===== src/rtl/pcnt_pkg.sv =====
package pcnt_pkg;

  typedef enum logic [1:0] {
    CM_WRAP      = 2'b00,
    CM_RANGE     = 2'b01,
    CM_NORECYCLE = 2'b10,
    CM_MODULO    = 2'b11
  } cnt_mode_e;

  // control byte groups, bits 7:5
  localparam logic [2:0] GRP_CMD   = 3'b000;
  localparam logic [2:0] GRP_MODE  = 3'b001;
  localparam logic [2:0] GRP_IOCTL = 3'b010;
  localparam logic [2:0] GRP_INDEX = 3'b011;

  // operation field, bits 3:1 of a command-group byte
  localparam logic [2:0] OP_CLR_BC_A = 3'b001;
  localparam logic [2:0] OP_CLR_BC_B = 3'b010;
  localparam logic [2:0] OP_CLR_ERR  = 3'b011;
  localparam logic [2:0] OP_TRANSFER = 3'b100;

  typedef struct packed {
    logic ptr_rst;
    logic latch;
    logic transfer;
    logic clr_bc;
    logic clr_err;
  } cmd_t;

endpackage


===== src/rtl/pcnt_ctrl_dec.sv =====
module pcnt_ctrl_dec
  import pcnt_pkg::*;
(
  input  logic      clk_i,
  input  logic      rst_ni,
  input  logic      ctrl_wr_i,
  input  logic [7:0] wdata_i,
  output cmd_t      cmd_o,
  output logic      mode_wr_o,
  output cnt_mode_e mode_o,
  output logic [1:0] mult_o,
  output logic      ab_en_o,
  output logic      pidx_n_o,
  output logic      idx_en_o,
  output logic      idx_pol_o
);

  cnt_mode_e  mode_q, mode_d;
  logic [1:0] mult_q, mult_d;
  logic       ab_q, ab_d;
  logic       pidx_n_q, pidx_n_d;
  logic       idx_en_q, idx_en_d;
  logic       idx_pol_q, idx_pol_d;
  logic [2:0] grp;
  logic [2:0] op;

  assign grp = wdata_i[7:5];
  assign op  = wdata_i[3:1];

  // one-cycle command pulses
  always_comb begin
    cmd_o     = '0;
    mode_wr_o = 1'b0;
    if (ctrl_wr_i) begin
      unique case (grp)
        GRP_CMD: begin
          cmd_o.ptr_rst  = wdata_i[0];
          cmd_o.latch    = wdata_i[4];
          cmd_o.transfer = (op == OP_TRANSFER);
          cmd_o.clr_bc   = (op == OP_CLR_BC_A) || (op == OP_CLR_BC_B);
          cmd_o.clr_err  = (op == OP_CLR_ERR);
        end
        GRP_MODE: mode_wr_o = 1'b1;
        default: ;
      endcase
    end
  end

  // configuration next state
  always_comb begin
    mode_d    = mode_q;
    mult_d    = mult_q;
    ab_d      = ab_q;
    pidx_n_d  = pidx_n_q;
    idx_en_d  = idx_en_q;
    idx_pol_d = idx_pol_q;
    if (ctrl_wr_i) begin
      unique case (grp)
        GRP_MODE: begin
          mode_d = cnt_mode_e'(wdata_i[2:1]);
          mult_d = wdata_i[4:3];
        end
        GRP_IOCTL: begin
          ab_d     = wdata_i[0];
          pidx_n_d = wdata_i[1];
        end
        GRP_INDEX: begin
          idx_en_d  = wdata_i[0];
          idx_pol_d = wdata_i[1];
        end
        default: ;
      endcase
    end
  end

  always_ff @(posedge clk_i or negedge rst_ni) begin
    if (!rst_ni) begin
      mode_q    <= CM_WRAP;
      mult_q    <= 2'b00;
      ab_q      <= 1'b0;
      pidx_n_q  <= 1'b0;
      idx_en_q  <= 1'b0;
      idx_pol_q <= 1'b0;
    end else begin
      mode_q    <= mode_d;
      mult_q    <= mult_d;
      ab_q      <= ab_d;
      pidx_n_q  <= pidx_n_d;
      idx_en_q  <= idx_en_d;
      idx_pol_q <= idx_pol_d;
    end
  end

  assign mode_o    = mode_q;
  assign mult_o    = mult_q;
  assign ab_en_o   = ab_q;
  assign pidx_n_o  = pidx_n_q;
  assign idx_en_o  = idx_en_q;
  assign idx_pol_o = idx_pol_q;

endmodule


===== src/rtl/pcnt_byte_port.sv =====
module pcnt_byte_port #(
  parameter int CNT_W = 24,
  localparam int BYTES = CNT_W / 8,
  localparam int PTR_W = (BYTES > 1) ? $clog2(BYTES) : 1
) (
  input  logic             clk_i,
  input  logic             rst_ni,
  input  logic             data_wr_i,
  input  logic             data_rd_i,
  input  logic             sel_ctrl_i,
  input  logic [7:0]       wdata_i,
  input  logic             ptr_rst_i,
  input  logic             latch_i,
  input  logic [CNT_W-1:0] count_i,
  input  logic [7:0]       status_i,
  output logic [CNT_W-1:0] preset_o,
  output logic [CNT_W-1:0] latch_o,
  output logic [PTR_W-1:0] ptr_o,
  output logic [7:0]       rdata_o
);

  localparam logic [PTR_W-1:0] LAST = PTR_W'(BYTES - 1);

  logic [PTR_W-1:0] ptr_q, ptr_d;
  logic [CNT_W-1:0] preset_q, preset_d;
  logic [CNT_W-1:0] latch_q, latch_d;
  logic [7:0]       lat_byte;
  logic             step;

  assign step = data_wr_i || data_rd_i;

  always_comb begin
    ptr_d = ptr_q;
    if (ptr_rst_i)  ptr_d = '0;
    else if (step)  ptr_d = (ptr_q == LAST) ? '0 : ptr_q + 1'b1;
  end

  for (genvar b = 0; b < BYTES; b++) begin : g_preset
    always_comb begin
      preset_d[b*8 +: 8] = preset_q[b*8 +: 8];
      if (data_wr_i && (ptr_q == PTR_W'(b))) preset_d[b*8 +: 8] = wdata_i;
    end
  end

  assign latch_d = latch_i ? count_i : latch_q;

  always_comb begin
    lat_byte = 8'h00;
    for (int b = 0; b < BYTES; b++) begin
      if (ptr_q == PTR_W'(b)) lat_byte = latch_q[b*8 +: 8];
    end
  end

  assign rdata_o = sel_ctrl_i ? status_i : lat_byte;

  always_ff @(posedge clk_i or negedge rst_ni) begin
    if (!rst_ni) begin
      ptr_q    <= '0;
      preset_q <= '0;
      latch_q  <= '0;
    end else begin
      ptr_q    <= ptr_d;
      preset_q <= preset_d;
      latch_q  <= latch_d;
    end
  end

  assign preset_o = preset_q;
  assign latch_o  = latch_q;
  assign ptr_o    = ptr_q;

endmodule


===== src/rtl/pcnt_index.sv =====
module pcnt_index (
  input  logic clk_i,
  input  logic rst_ni,
  input  logic index_i,
  input  logic idx_en_i,
  input  logic idx_pol_i,
  output logic evt_o
);

  logic act;
  logic act_q;

  assign act   = (index_i == idx_pol_i);
  assign evt_o = idx_en_i && act && !act_q;

  always_ff @(posedge clk_i or negedge rst_ni) begin
    if (!rst_ni) act_q <= 1'b0;
    else         act_q <= act;
  end

endmodule


===== src/rtl/pcnt_core.sv =====
module pcnt_core
  import pcnt_pkg::*;
#(
  parameter int CNT_W = 24
) (
  input  logic             clk_i,
  input  logic             rst_ni,
  input  logic             up_i,
  input  logic             dn_i,
  input  logic             noise_i,
  input  logic             ab_en_i,
  input  cnt_mode_e        mode_i,
  input  logic [CNT_W-1:0] preset_i,
  input  logic             load_pre_i,
  input  logic             load_zero_i,
  input  logic             unfreeze_i,
  input  logic             clr_bc_i,
  input  logic             clr_err_i,
  output logic [CNT_W-1:0] cnt_o,
  output logic             borrow_o,
  output logic             carry_o,
  output logic             noise_o,
  output logic             dir_o,
  output logic             frozen_o
);

  localparam logic [CNT_W-1:0] MAXV = {CNT_W{1'b1}};

  logic [CNT_W-1:0] cnt_q, cnt_d;
  logic borrow_q, borrow_d, carry_q, carry_d;
  logic noise_q, noise_d, dir_q, dir_d, frz_q, frz_d;
  logic pulse, step, set_b, set_c;

  assign pulse = ab_en_i && (up_i ^ dn_i);
  assign step  = pulse && !frz_q;

  always_comb begin
    cnt_d = cnt_q;
    set_b = 1'b0;
    set_c = 1'b0;
    frz_d = frz_q && !unfreeze_i;
    if (load_pre_i) begin
      cnt_d = preset_i;
      frz_d = 1'b0;
    end else if (load_zero_i) begin
      cnt_d = '0;
      frz_d = 1'b0;
    end else if (step) begin
      unique case (mode_i)
        CM_WRAP, CM_NORECYCLE: begin
          if (up_i) begin
            cnt_d = cnt_q + 1'b1;
            if (cnt_q == MAXV) begin
              set_c = 1'b1;
              if (mode_i == CM_NORECYCLE) frz_d = 1'b1;
            end
          end else begin
            cnt_d = cnt_q - 1'b1;
            if (cnt_q == '0) begin
              set_b = 1'b1;
              if (mode_i == CM_NORECYCLE) frz_d = 1'b1;
            end
          end
        end
        CM_RANGE: begin
          if (up_i) begin
            if (cnt_q >= preset_i) set_c = 1'b1;
            else                   cnt_d = cnt_q + 1'b1;
          end else begin
            if (cnt_q == '0) set_b = 1'b1;
            else             cnt_d = cnt_q - 1'b1;
          end
        end
        CM_MODULO: begin
          if (up_i) begin
            if (cnt_q >= preset_i) begin
              cnt_d = '0;
              set_c = 1'b1;
            end else cnt_d = cnt_q + 1'b1;
          end else begin
            if (cnt_q == '0) begin
              cnt_d = preset_i;
              set_b = 1'b1;
            end else cnt_d = cnt_q - 1'b1;
          end
        end
        default: ;
      endcase
    end
  end

  always_comb begin
    borrow_d = (borrow_q && !clr_bc_i) || set_b;
    carry_d  = (carry_q && !clr_bc_i) || set_c;
    noise_d  = (noise_q && !clr_err_i) || noise_i;
    dir_d    = pulse ? up_i : dir_q;
  end

  always_ff @(posedge clk_i or negedge rst_ni) begin
    if (!rst_ni) begin
      cnt_q    <= '0;
      borrow_q <= 1'b0;
      carry_q  <= 1'b0;
      noise_q  <= 1'b0;
      dir_q    <= 1'b0;
      frz_q    <= 1'b0;
    end else begin
      cnt_q    <= cnt_d;
      borrow_q <= borrow_d;
      carry_q  <= carry_d;
      noise_q  <= noise_d;
      dir_q    <= dir_d;
      frz_q    <= frz_d;
    end
  end

  assign cnt_o    = cnt_q;
  assign borrow_o = borrow_q;
  assign carry_o  = carry_q;
  assign noise_o  = noise_q;
  assign dir_o    = dir_q;
  assign frozen_o = frz_q;

endmodule


===== src/rtl/pcnt_channel.sv =====
module pcnt_channel
  import pcnt_pkg::*;
#(
  parameter int CNT_W = 24,
  localparam int BYTES = CNT_W / 8,
  localparam int PTR_W = (BYTES > 1) ? $clog2(BYTES) : 1
) (
  input  logic       clk_i,
  input  logic       rst_ni,
  input  logic       bus_sel_ctrl_i,
  input  logic       bus_wr_i,
  input  logic       bus_rd_i,
  input  logic [7:0] bus_wdata_i,
  output logic [7:0] bus_rdata_o,
  input  logic       cnt_up_i,
  input  logic       cnt_dn_i,
  input  logic       noise_i,
  input  logic       index_i,
  output logic [1:0] quad_mult_o
);

  logic             ctrl_wr, data_wr, data_rd;
  cmd_t             cmd;
  logic             mode_wr;
  cnt_mode_e        mode;
  logic             ab_en, pidx_n, idx_en, idx_pol, idx_evt;
  logic [CNT_W-1:0] cnt, preset, latch;
  logic [PTR_W-1:0] ptr;
  logic             borrow, carry, noise, dir, frozen;
  logic [7:0]       status;

  assign ctrl_wr = bus_wr_i && bus_sel_ctrl_i;
  assign data_wr = bus_wr_i && !bus_sel_ctrl_i;
  assign data_rd = bus_rd_i && !bus_sel_ctrl_i;
  assign status  = {2'b00, dir, noise, 2'b00, carry, borrow};

  pcnt_ctrl_dec u_dec (
    .clk_i     (clk_i),
    .rst_ni    (rst_ni),
    .ctrl_wr_i (ctrl_wr),
    .wdata_i   (bus_wdata_i),
    .cmd_o     (cmd),
    .mode_wr_o (mode_wr),
    .mode_o    (mode),
    .mult_o    (quad_mult_o),
    .ab_en_o   (ab_en),
    .pidx_n_o  (pidx_n),
    .idx_en_o  (idx_en),
    .idx_pol_o (idx_pol)
  );

  pcnt_byte_port #(.CNT_W(CNT_W)) u_port (
    .clk_i      (clk_i),
    .rst_ni     (rst_ni),
    .data_wr_i  (data_wr),
    .data_rd_i  (data_rd),
    .sel_ctrl_i (bus_sel_ctrl_i),
    .wdata_i    (bus_wdata_i),
    .ptr_rst_i  (cmd.ptr_rst),
    .latch_i    (cmd.latch),
    .count_i    (cnt),
    .status_i   (status),
    .preset_o   (preset),
    .latch_o    (latch),
    .ptr_o      (ptr),
    .rdata_o    (bus_rdata_o)
  );

  pcnt_index u_idx (
    .clk_i     (clk_i),
    .rst_ni    (rst_ni),
    .index_i   (index_i),
    .idx_en_i  (idx_en),
    .idx_pol_i (idx_pol),
    .evt_o     (idx_evt)
  );

  pcnt_core #(.CNT_W(CNT_W)) u_core (
    .clk_i       (clk_i),
    .rst_ni      (rst_ni),
    .up_i        (cnt_up_i),
    .dn_i        (cnt_dn_i),
    .noise_i     (noise_i),
    .ab_en_i     (ab_en),
    .mode_i      (mode),
    .preset_i    (preset),
    .load_pre_i  (cmd.transfer || (idx_evt && !pidx_n)),
    .load_zero_i (idx_evt && pidx_n),
    .unfreeze_i  (mode_wr),
    .clr_bc_i    (cmd.clr_bc),
    .clr_err_i   (cmd.clr_err),
    .cnt_o       (cnt),
    .borrow_o    (borrow),
    .carry_o     (carry),
    .noise_o     (noise),
    .dir_o       (dir),
    .frozen_o    (frozen)
  );

endmodule


===== config.mk =====
export PLATFORM = sky130hd
export DESIGN_NAME = pcnt_channel
export DESIGN_NICKNAME = d
export VERILOG_FILES = /design/src/rtl/pcnt_pkg.sv /design/src/rtl/pcnt_ctrl_dec.sv /design/src/rtl/pcnt_byte_port.sv /design/src/rtl/pcnt_index.sv /design/src/rtl/pcnt_core.sv /design/src/rtl/pcnt_channel.sv
export SDC_FILE = /design/constraint.sdc
export NUM_CORES = 1
export LEC_CHECK = 0
export ABC_AREA = 1
export BUFFER_PORTS_ARGS = -buffer_cell sky130_fd_sc_hd__buf_2
export CAP_MARGIN = 30
export CELL_PAD_IN_SITES_DETAIL_PLACEMENT = 1
export CELL_PAD_IN_SITES_GLOBAL_PLACEMENT = 2
export CORE_ASPECT_RATIO = 1.1
export CORE_UTILIZATION = 35
export CTS_CLUSTER_DIAMETER = 40
export DETAILED_ROUTE_END_ITERATION = 12
export HOLD_SLACK_MARGIN = 0.15
export PLACE_DENSITY = 0.83
export SYNTH_ARGS = -nofsm -noshare
export SYNTH_HDL_FRONTEND = slang
export SYNTH_SLANG_ARGS = --single-unit

===== constraint.sdc =====
create_clock -name clk_i -period 2.25 [get_ports clk_i]
set_input_delay 0.45 -clock clk_i [delete_from_list [all_inputs] [get_ports clk_i]]
set_output_delay 0.45 -clock clk_i [all_outputs]
set_load 0.01 [all_outputs]

==> flow_metrics.tcl, run 1 <==
set metrics [dict create \
    status "finished clean" \
    required_ns 2.51 \
    worstSetupStartpoint "u_port.preset_o[14]" \
    setup_viol_count_final 0 \
    num_antenna_cells 0 \
    ys_ff_latch 88 \
    drtAntennaViolNets 0 \
    ios 27 \
    row_count 52 \
    maxSlewHeadroom_pct 60.1 \
    rsz0062_at_grt "true" \
    timing.setup.tns_ns 0 \
    routed_wl_mm 26.5 \
    antenna_found_initial 0 \
    viasPerCell 5.17 \
    max-clock-path-buffers 2 \
    wl_per_cell_um 19.1 \
    area_growth_pct 27.7 \
    synth_area_sq_um 6620 \
    drc 0 \
    fmax_ghz 0.446 \
    dp_cells 1357 \
    finish.net_count 1180 \
    cts_buffers 9 \
    worst_slew_pin_slew_ns 0.593 \
    ys.flop_type "dfrtp_1" \
    layout-drive-gt1-share_pct 22.5 \
    ys_types 42 \
    fill_cells 2476 \
    reg2reg_depth 16 \
    clock-root-buffer "clkbuf_16" \
    end_kind "flip-flop" \
    drt-pass1-iter-count 5 \
    grt_pass1_wl_mm 40.9 \
    fp.dieW_um 133 \
    final-seq-area_sq_um 2210 \
    finalWeightedCongestion 0.901 \
    initial_utilization_pct 35.8 \
    r2r_end "u_core.cnt_o[15]" \
    finalNonFillerCells 1384 \
    ys_warn_count 0 \
    hpwlAfterDp_mm 20.4 \
    grt_pass1_vias 7240 \
    grt-ovfl-total 0 \
    holdPathEnd "u_core.noise_o" \
    core_sq_um 18500 \
    multi_input_area_sq_um 4160 \
    holdPathStages 3 \
    fin_crit_sh_pct 99.8 \
    path_class "flip-flop to flip-flop" \
    min_period_ns 2.24 \
    ir_drop_v 0.000500 \
    p_leak_nw 4.28 \
    drt_iter0_markers 554 \
    clk_latency_ns 0.36 \
    async_flop_share_pct 100 \
    die_y_um 146 \
    cp_max_fo 5 \
    ys_seq_area_share_pct 33.3 \
    clock-sinks 88 \
    r2r_setup_slack_ns 0.005 \
    critical_path_arrival_ns 2.50 \
    syn-num-nets 1067 \
    syn_inst 1023 \
    r2r-start "u_port.preset_o[14]" \
    vias 7152 \
    port_buffers 26 \
    track_usage_pct 27.8 \
    clk_pin_slew_ns 0.08 \
    maxCapViolCount 0 \
    synth_edf_count 0 \
    fin_skew_ns 0.00984 \
    die_area_sq_um 19500 \
    hold_violations 0 \
    hp-start "noise_i" \
    drv_slew 0 \
    tritoncts "yes" \
    h-tree-depth 3 \
    grt_max_degree 46 \
    power_density_nw_per_um2 1290 \
    avgSynthCellArea_sq_um 6.47 \
    critPathLaunchType "flip-flop" \
    holdCritPathClass "input pin to flip-flop" \
]
-- metal layers --
layer,wire (um),track usage [%]
met5,0,0
met4,797,10.6
met3,988,2.99
met2,12300,45.0
met1,12400,38.0
-- report_power, final --
part,internal (W),switching [W]
Sequential,0.00214,0.000464
Clock,0.000796,0.000739
Combinational,0.00268,0.00406
-- stage by stage --
step / power, W / hold WS (ns) / util (%) / instance area (sq um) / setup slack [ns]
2_1_floorplan: 0.00593 / 0.154 / - / 6620 / 0.225
3_3_place_gp: 0.00833 / 0.403 / 41.5 / 7670 / 0.0793
3_5_place_dp: 0.00851 / 0.405 / 41.5 / 7670 / -0.0844
4_1_cts: 0.0102 / 0.259 / 43.2 / 7990 / 0.00282
5_1_grt: 0.0118 / 0.279 / 45.7 / 8450 / -0.148
6_report: 0.0109 / 0.266 / 45.7 / 8450 / 0.00549
-- timing repair --
item | in CTS | in global routing
buffers inserted | 0 | 7
endpoints found under the setup margin | 24 | 25
cloned | 0 | 3
hold endpoints to repair | 25 | 0
gates resized for setup | 7 | 91
hold buffers | 1 | 0
pin swaps | 1 | 26
-- cell type report --
class	instances	area share, %
multi-input combinational	792	49.2
sequential	88	26.1
timing repair buffer	139	12.9
inverter	106	4.81
tap	243	3.60
clock buffer	10	2.83
clock inverter	6	0.592
-- cells in the mapped netlist, drive strengths merged (2+ instances only) --
cell,number,area share (%)
nand2,381,22
nor2,122,7.3
inv,103,5.8
dfrtp,88,33
nand3,77,6.2
o21ai,70,5.3
nand4,35,3.4
ha,27,5.1
a21oi,26,2.0
buf,23,2.3
xor2,17,2.2
clkbuf,14,0.79
nor3,12,0.98
o211ai,8,0.98
a31oi,3,0.28
clkinv,3,0.25
mux2,3,0.51
nor4,2,0.19
xnor2,2,0.26
-- sequential cells by signal (all words and copies together), names as in the netlist --
signal,cells
u_core.borrow_o,1
u_dec.idx_pol_o,1
u_idx.act_q,1
u_dec.pidx_n_o,1
u_port.ptr_o,2
u_core.noise_o,1
u_core.dir_o,1
u_port.preset_o,24
u_port.latch_o,24
u_dec.mode_o,2
u_core.cnt_o,24
u_dec.mult_o,2
u_core.frozen_o,1
u_core.carry_o,1
u_dec.ab_en_o,1
u_dec.idx_en_o,1
-- worst max-delay path by stage --
| stage | to | slack (ns) |
|---|---|---|
| 6_report | u_core.cnt_o[15] | 0.005 |
| 5_1_grt | u_core.cnt_o[17] | -0.15 |
| 4_1_cts | u_core.cnt_o[17] | 0.003 |
| 3_5_place_dp | u_core.cnt_o[16] | -0.08 |
| 3_3_place_gp | u_core.cnt_o[0] | 0.08 |
| 2_1_floorplan | u_core.cnt_o[18] | 0.23 |
-- critical path, stage by stage (launching register included) --
cell and delay [ns]:
dfrtp_1 0.37, inv_1 0.09, ha_1 0.28, nand2_1 0.05
inv_1 0.08, nand3_1 0.11, nor2_4 0.11, nand2_1 0.06
nor2_1 0.10, nand2_1 0.09, nand2_2 0.13, nand2_2 0.09
nand2_4 0.14, nand3_4 0.13, buf_12 0.18, nand2_1 0.06
nand2_1 0.06
-- cells by family after synthesis --
family | Yosys count | synth area share [%]
xor+xnor | 19 | 2.51
fa+ha+maj | 27 | 5.10
compound gates | 112 | 9.26
buf+inv | 143 | 9.17
mux | 3 | 0.510
simple gates | 631 | 40.2
flops | 88 | 33.3
-- placed cells by master, fill, tap and decap left out, drive strengths merged, types with 3 or more instances in the layout --
master / count
nand2: 381
a31oi: 3
o21ai: 70
inv: 106
a21oi: 26
nand4: 35
nand3: 77
buf: 136
ha: 27
nor3: 12
dfrtp: 88
xor2: 17
clkinv: 4
nor2: 122
clkbuf: 12
mux2: 3
o211ai: 8
Note: power is estimated with default switching activity, not from simulation.
==> run 2, diff against run 1 <==
==> constraint.sdc (replaced) <==
create_clock -name clk_i -period 2.25 [get_ports clk_i]
set_input_delay 0.1125 -clock clk_i [delete_from_list [all_inputs] [get_ports clk_i]]
set_output_delay 0.1125 -clock clk_i [all_outputs]
set_load 0.01 [all_outputs]
==> flow_metrics.tcl, run 2 (synthesis gave the netlist of run 1 again) <==
set metrics [dict create \
    placed_cell_area_sq_um 7600 \
    port_buffers 26 \
    cpMostUsedCell "nand2_1" \
    reg2reg_depth 17 \
    critPathLaunchType "flip-flop" \
    cp_max_fo 6 \
    required_ns 2.51 \
    maxSlewHeadroom_pct 52.5 \
    drt_iter0_markers 482 \
    initial_utilization_pct 35.8 \
    clock-sinks 88 \
    worstPathCellList "ha_4, nand2_2, nor2_4, nand2_2, nor2_4, nand2_1, nor2_1, nand2_1, nand2_2, nand2_4, buf_12, nand2_1, nand2_1, nand2_1, nand2_1, nand2_1, nand2_1" \
    area_growth_pct 26.3 \
    crit_path_max_incr_delay_ns 0.42 \
    routed_wl_mm 26.0 \
    drt-pass1-iter-count 4 \
    ios 27 \
    min_period_ns 2.23 \
    maxCapViolCount 0 \
    finalWeightedCongestion 0.932 \
    grt_pass1_vias 7050 \
    dp_cells 1350 \
    cts_buffers 9 \
    viasPerCell 5.09 \
    holdPathStages 3 \
    final_cell_mix "nand2_1, nor2_1, buf_4, inv_1, dfrtp_1" \
    core_sq_um 18500 \
    finalNonFillerCells 1383 \
    grt-ovfl-total 0 \
    wl_per_cell_um 18.8 \
    track_usage_pct 27.2 \
    dp_slack_ns 0.00582 \
    drtAntennaViolNets 0 \
    fin_crit_sh_pct 99.1 \
    hold_violations 0 \
    utilization_pct 45.2 \
    end_kind "flip-flop" \
    clk_latency_ns 0.37 \
    die_y_um 146 \
    finish.net_count 1179 \
    rsz0062_at_grt "true" \
    critical_path_arrival_ns 2.48 \
    clk_pin_slew_ns 0.07 \
    fp.dieW_um 133 \
    cp_slowest_cell "dfrtp_1" \
    num_antenna_cells 0 \
    drc 0 \
    vias 7042 \
    hpwlAfterDp_mm 19.9 \
    stdcell_area_sq_um 8360 \
    layout-drive-gt1-share_pct 19.8 \
    h-tree-depth 3 \
    fmax_ghz 0.449 \
    max-clock-path-buffers 2 \
    worst_slew_pin_slew_ns 0.712 \
    finalWorstSetupSlack_ns 0.0206 \
    p_leak_nw 4.21 \
    status "finished clean" \
    row_count 52 \
    grt_max_degree 69 \
    clock-root-buffer "clkbuf_16" \
    power_density_nw_per_um2 1310 \
    drv_slew 0 \
    setup_viol_count_final 0 \
    die_area_sq_um 19500 \
    path_class "flip-flop to flip-flop" \
    antenna_found_initial 0 \
    tritoncts "yes" \
    ir_drop_v 0.000496 \
    fin_skew_ns 0.0149 \
    grt_pass1_wl_mm 40.0 \
    final_common_cell "nand2_1" \
    hold-worst-slack_ns 0.137 \
    holdCritPathClass "input pin to flip-flop" \
]
## run 2: worst paths after layout
path | end | slack [ns] | from
max | u_core.cnt_o[14] | 0.02 | u_core.cnt_o[22]
min | u_port.preset_o[20] | 0.14 | bus_wdata_i[4]
max reg2reg | u_core.cnt_o[14] | 0.02 | u_core.cnt_o[22]
min reg2reg | u_port.latch_o[7] | 0.49 | u_port.latch_o[7]
max in group asynchronous | u_core.cnt_o[8] | 1.36 | rst_ni
min in group asynchronous | u_port.latch_o[13] | 0.17 | rst_ni
## run 2: cell type report
type,count,area [sq um]
Clock buffer,9,225
Clock inverter,7,68.8
Fill cell,2451,10100
Inverter,106,407
Multi-Input combinational cell,792,4070
Sequential cell,88,2210
Tap cell,243,304
Timing Repair Buffer,138,1070
## run 2: routing by layer
layer  track usage [%]  vias up  wire length, um
li1                  -     3513                -
met1              38.4     3386            12600
met2              43.2      111            11900
met3              2.50       32              818
met4              9.72        0              701
met5                 0        -                0
## run 2: where the power goes
part	internal, W	leakage (nW)	switching (W)
clock	0.000787	0.140	0.000794
combinational	0.00269	2.94	0.00402
sequential	0.00214	1.13	0.000478
## run 2: repair_timing
item,4_1_cts,5_1_grt
hold buffers,7,0
buffers inserted,0,8
setup endpoints to repair,15,25
gates cloned,0,2
gates resized for setup,2,67
pin swaps,0,19
hold endpoints to repair,93,0
## run 2: worst max-delay path: cells and delay by family, from the launching register on
| kind | cells | cell delay [ns] |
|---|---|---|
| flops | 1 | 0.42 |
| fa+ha+maj | 1 | 0.30 |
| buf+inv | 1 | 0.17 |
| simple gates | 15 | 1.23 |
## run 2: through the flow
step | total power (W) | setup TNS [ns]
global route | 0.0118 | -1.43
finish | 0.0109 | 0
detailed placement | 0.00844 | 0
CTS | 0.0101 | 0
floorplan | 0.00593 | 0
global placement | 0.00832 | 0
==> run 3, diff against run 2 <==
Settings changed: GPL_TIMING_DRIVEN from default to 0.
==> flow_metrics.tcl, run 3 (synthesis gave the netlist of run 1 again) <==
set metrics [dict create \
    critPathLaunchType "flip-flop" \
    fin_skew_ns 0.00759 \
    maxCapViolCount 0 \
    p_leak_nw 4.16 \
    combPwrFrac_pct 59.9 \
    core_sq_um 18500 \
    r2r-start "u_port.preset_o[19]" \
    vias 7227 \
    fill_cells 2402 \
    worst_slew_pin_slew_ns 0.755 \
    layout-drive-gt1-share_pct 23.3 \
    p_seq_share_pct 25.7 \
    required_ns 2.49 \
    area_growth_pct 28.1 \
    grt_pass1_wl_mm 43.4 \
    reg2reg_depth 17 \
    drc 0 \
    finalPower_w 0.0108 \
    wl_per_cell_um 20.4 \
    antenna_found_initial 0 \
    rsz0062_at_grt "true" \
    path_class "flip-flop to flip-flop" \
    cp_max_fo 6 \
    port_buffers 24 \
    fp.dieW_um 133 \
    initial_utilization_pct 35.8 \
    cts_buffers 9 \
    switching_share_pct 49.8 \
    ios 27 \
    grt_max_degree 65 \
    crit_path_max_incr_delay_ns 0.42 \
    power.internal_w 0.00545 \
    viasPerCell 5.28 \
    finalWorstSetupSlack_ns -0.0565 \
    clk_pin_slew_ns 0.07 \
    fmax_ghz 0.434 \
    drtAntennaViolNets 0 \
    die_y_um 146 \
    hpwlAfterDp_mm 20.2 \
    hp-start "bus_wdata_i[7]" \
    h-tree-depth 3 \
    end_kind "flip-flop" \
    cp_slowest_cell "dfrtp_1" \
    p_clk_share_pct 14.4 \
    finish.net_count 1164 \
    drv_slew 0 \
    critPathTopFamily "simple AND/OR/NAND/NOR gates" \
    final_cell_mix "nand2_1, nor2_1, inv_1, dfrtp_1, o21ai_0" \
    clock-sinks 88 \
    final_common_cell "nand2_1" \
    hold-worst-slack_ns 0.140 \
    holdPathEnd "u_port.preset_o[15]" \
    status "finished with violations" \
    grt-ovfl-total 0 \
    critical_path_arrival_ns 2.55 \
    drt-pass1-iter-count 4 \
    routed_wl_mm 27.9 \
    max-clock-path-buffers 2 \
    num_antenna_cells 0 \
    holdCritPathClass "input pin to flip-flop" \
    violations "negative setup slack" \
    hold_violations 0 \
    r2r_setup_slack_ns -0.06 \
    row_count 52 \
    p_switching_w 0.00539 \
    setup_viol_count_final 21 \
    r2r_end "u_core.cnt_o[14]" \
    worstPathCellList "inv_2, ha_4, nand2_4, nor2_4, nand2_2, nor2_4, buf_4, nand2_2, nand2_2, nor2_4, nand2_4, nand2_8, nand2_8, nand3_4, clkinv_4, nand2_1, nand2_1" \
    tritoncts "yes" \
    min_period_ns 2.31 \
    holdPathStages 3 \
    clk_latency_ns 0.35 \
    die_area_sq_um 19500 \
    grt_pass1_vias 7397 \
    cp_num_buf_inv 3 \
    maxSlewHeadroom_pct 49.7 \
    finalWeightedCongestion 0.882 \
    power_density_nw_per_um2 1280 \
    ir_drop_v 0.000471 \
    track_usage_pct 29.9 \
    clock-root-buffer "clkbuf_16" \
    fin_crit_sh_pct 103 \
    drt_iter0_markers 445 \
]
-- run 3: routing by layer --
| metal | vias to the layer above | share of wire [%] | global-route usage, % | routed length [um] |
|---|---|---|---|---|
| met5 | - | 0 | 0 | 0 |
| met4 | 0 | 3.9 | 13.9 | 1090 |
| met3 | 55 | 3.9 | 4.58 | 1100 |
| met2 | 160 | 47 | 49.3 | 13200 |
| met1 | 3506 | 45 | 38.3 | 12500 |
| li1 | 3506 | - | - | - |
-- run 3: what timing repair did --
item	4_1_cts	5_1_grt
pin swaps	25	22
buffers inserted	41	9
hold buffers	5	0
endpoints found under the hold margin	92	0
endpoints found under the setup margin	26	38
gates cloned	6	0
gates resized for setup	118	44
-- run 3: worst max path at each step --
stage	from	end	slack (ns)	depth (start not counted)
after detailed placement	u_core.cnt_o[17]	u_core.cnt_o[16]	-0.70	15
final	u_port.preset_o[19]	u_core.cnt_o[14]	-0.06	17
after floorplan	u_core.cnt_o[23]	u_core.cnt_o[18]	0.23	15
after global placement	u_core.cnt_o[18]	u_core.cnt_o[16]	-0.68	15
after CTS	u_port.preset_o[21]	u_core.cnt_o[14]	-0.07	18
after global routing	u_port.preset_o[19]	u_core.cnt_o[17]	-0.15	18
-- run 3: area by class of cell --
class	instances	area, sq um	area share (%)
Sequential cell	88	2220	26.2
Clock inverter	6	68.8	0.812
Multi-Input combinational cell	794	4350	51.3
Clock buffer	10	229	2.70
Timing Repair inverter	1	8.76	0.103
Buffer	37	238	2.80
Timing Repair Buffer	83	642	7.57
Inverter	106	417	4.92
Tap cell	243	304	3.59
-- run 3: power by group through the flow --
stage	Sequential, W	Clock, W	Combinational, W
floorplan	0.00255	0	0.00339
global placement	0.00285	0	0.00461
detailed placement	0.00287	0	0.00473
CTS	0.00275	0.00159	0.00603
global route	0.00284	0.00164	0.00717
finish	0.00279	0.00157	0.00649
-- run 3: tightest hold or removal path, stage by stage --
cell     delay, ns
buf_2         0.12
inv_1         0.11
o21ai_0       0.10
-- run 3: metrics by stage --
stage	utilization (%)	TNS, ns	instances	worst slack, ns	cell area (sq um)
after floorplan	-	0	1023	0.225	6620
after global placement	38.1	-13.31	1290	-0.684	7040
after detailed placement	38.4	-13.71	1293	-0.700	7090
after CTS	44.8	-0.820	1361	-0.0708	8270
after global routing	45.9	-2.98	1368	-0.154	8480
final	45.9	-0.578	1368	-0.0565	8480
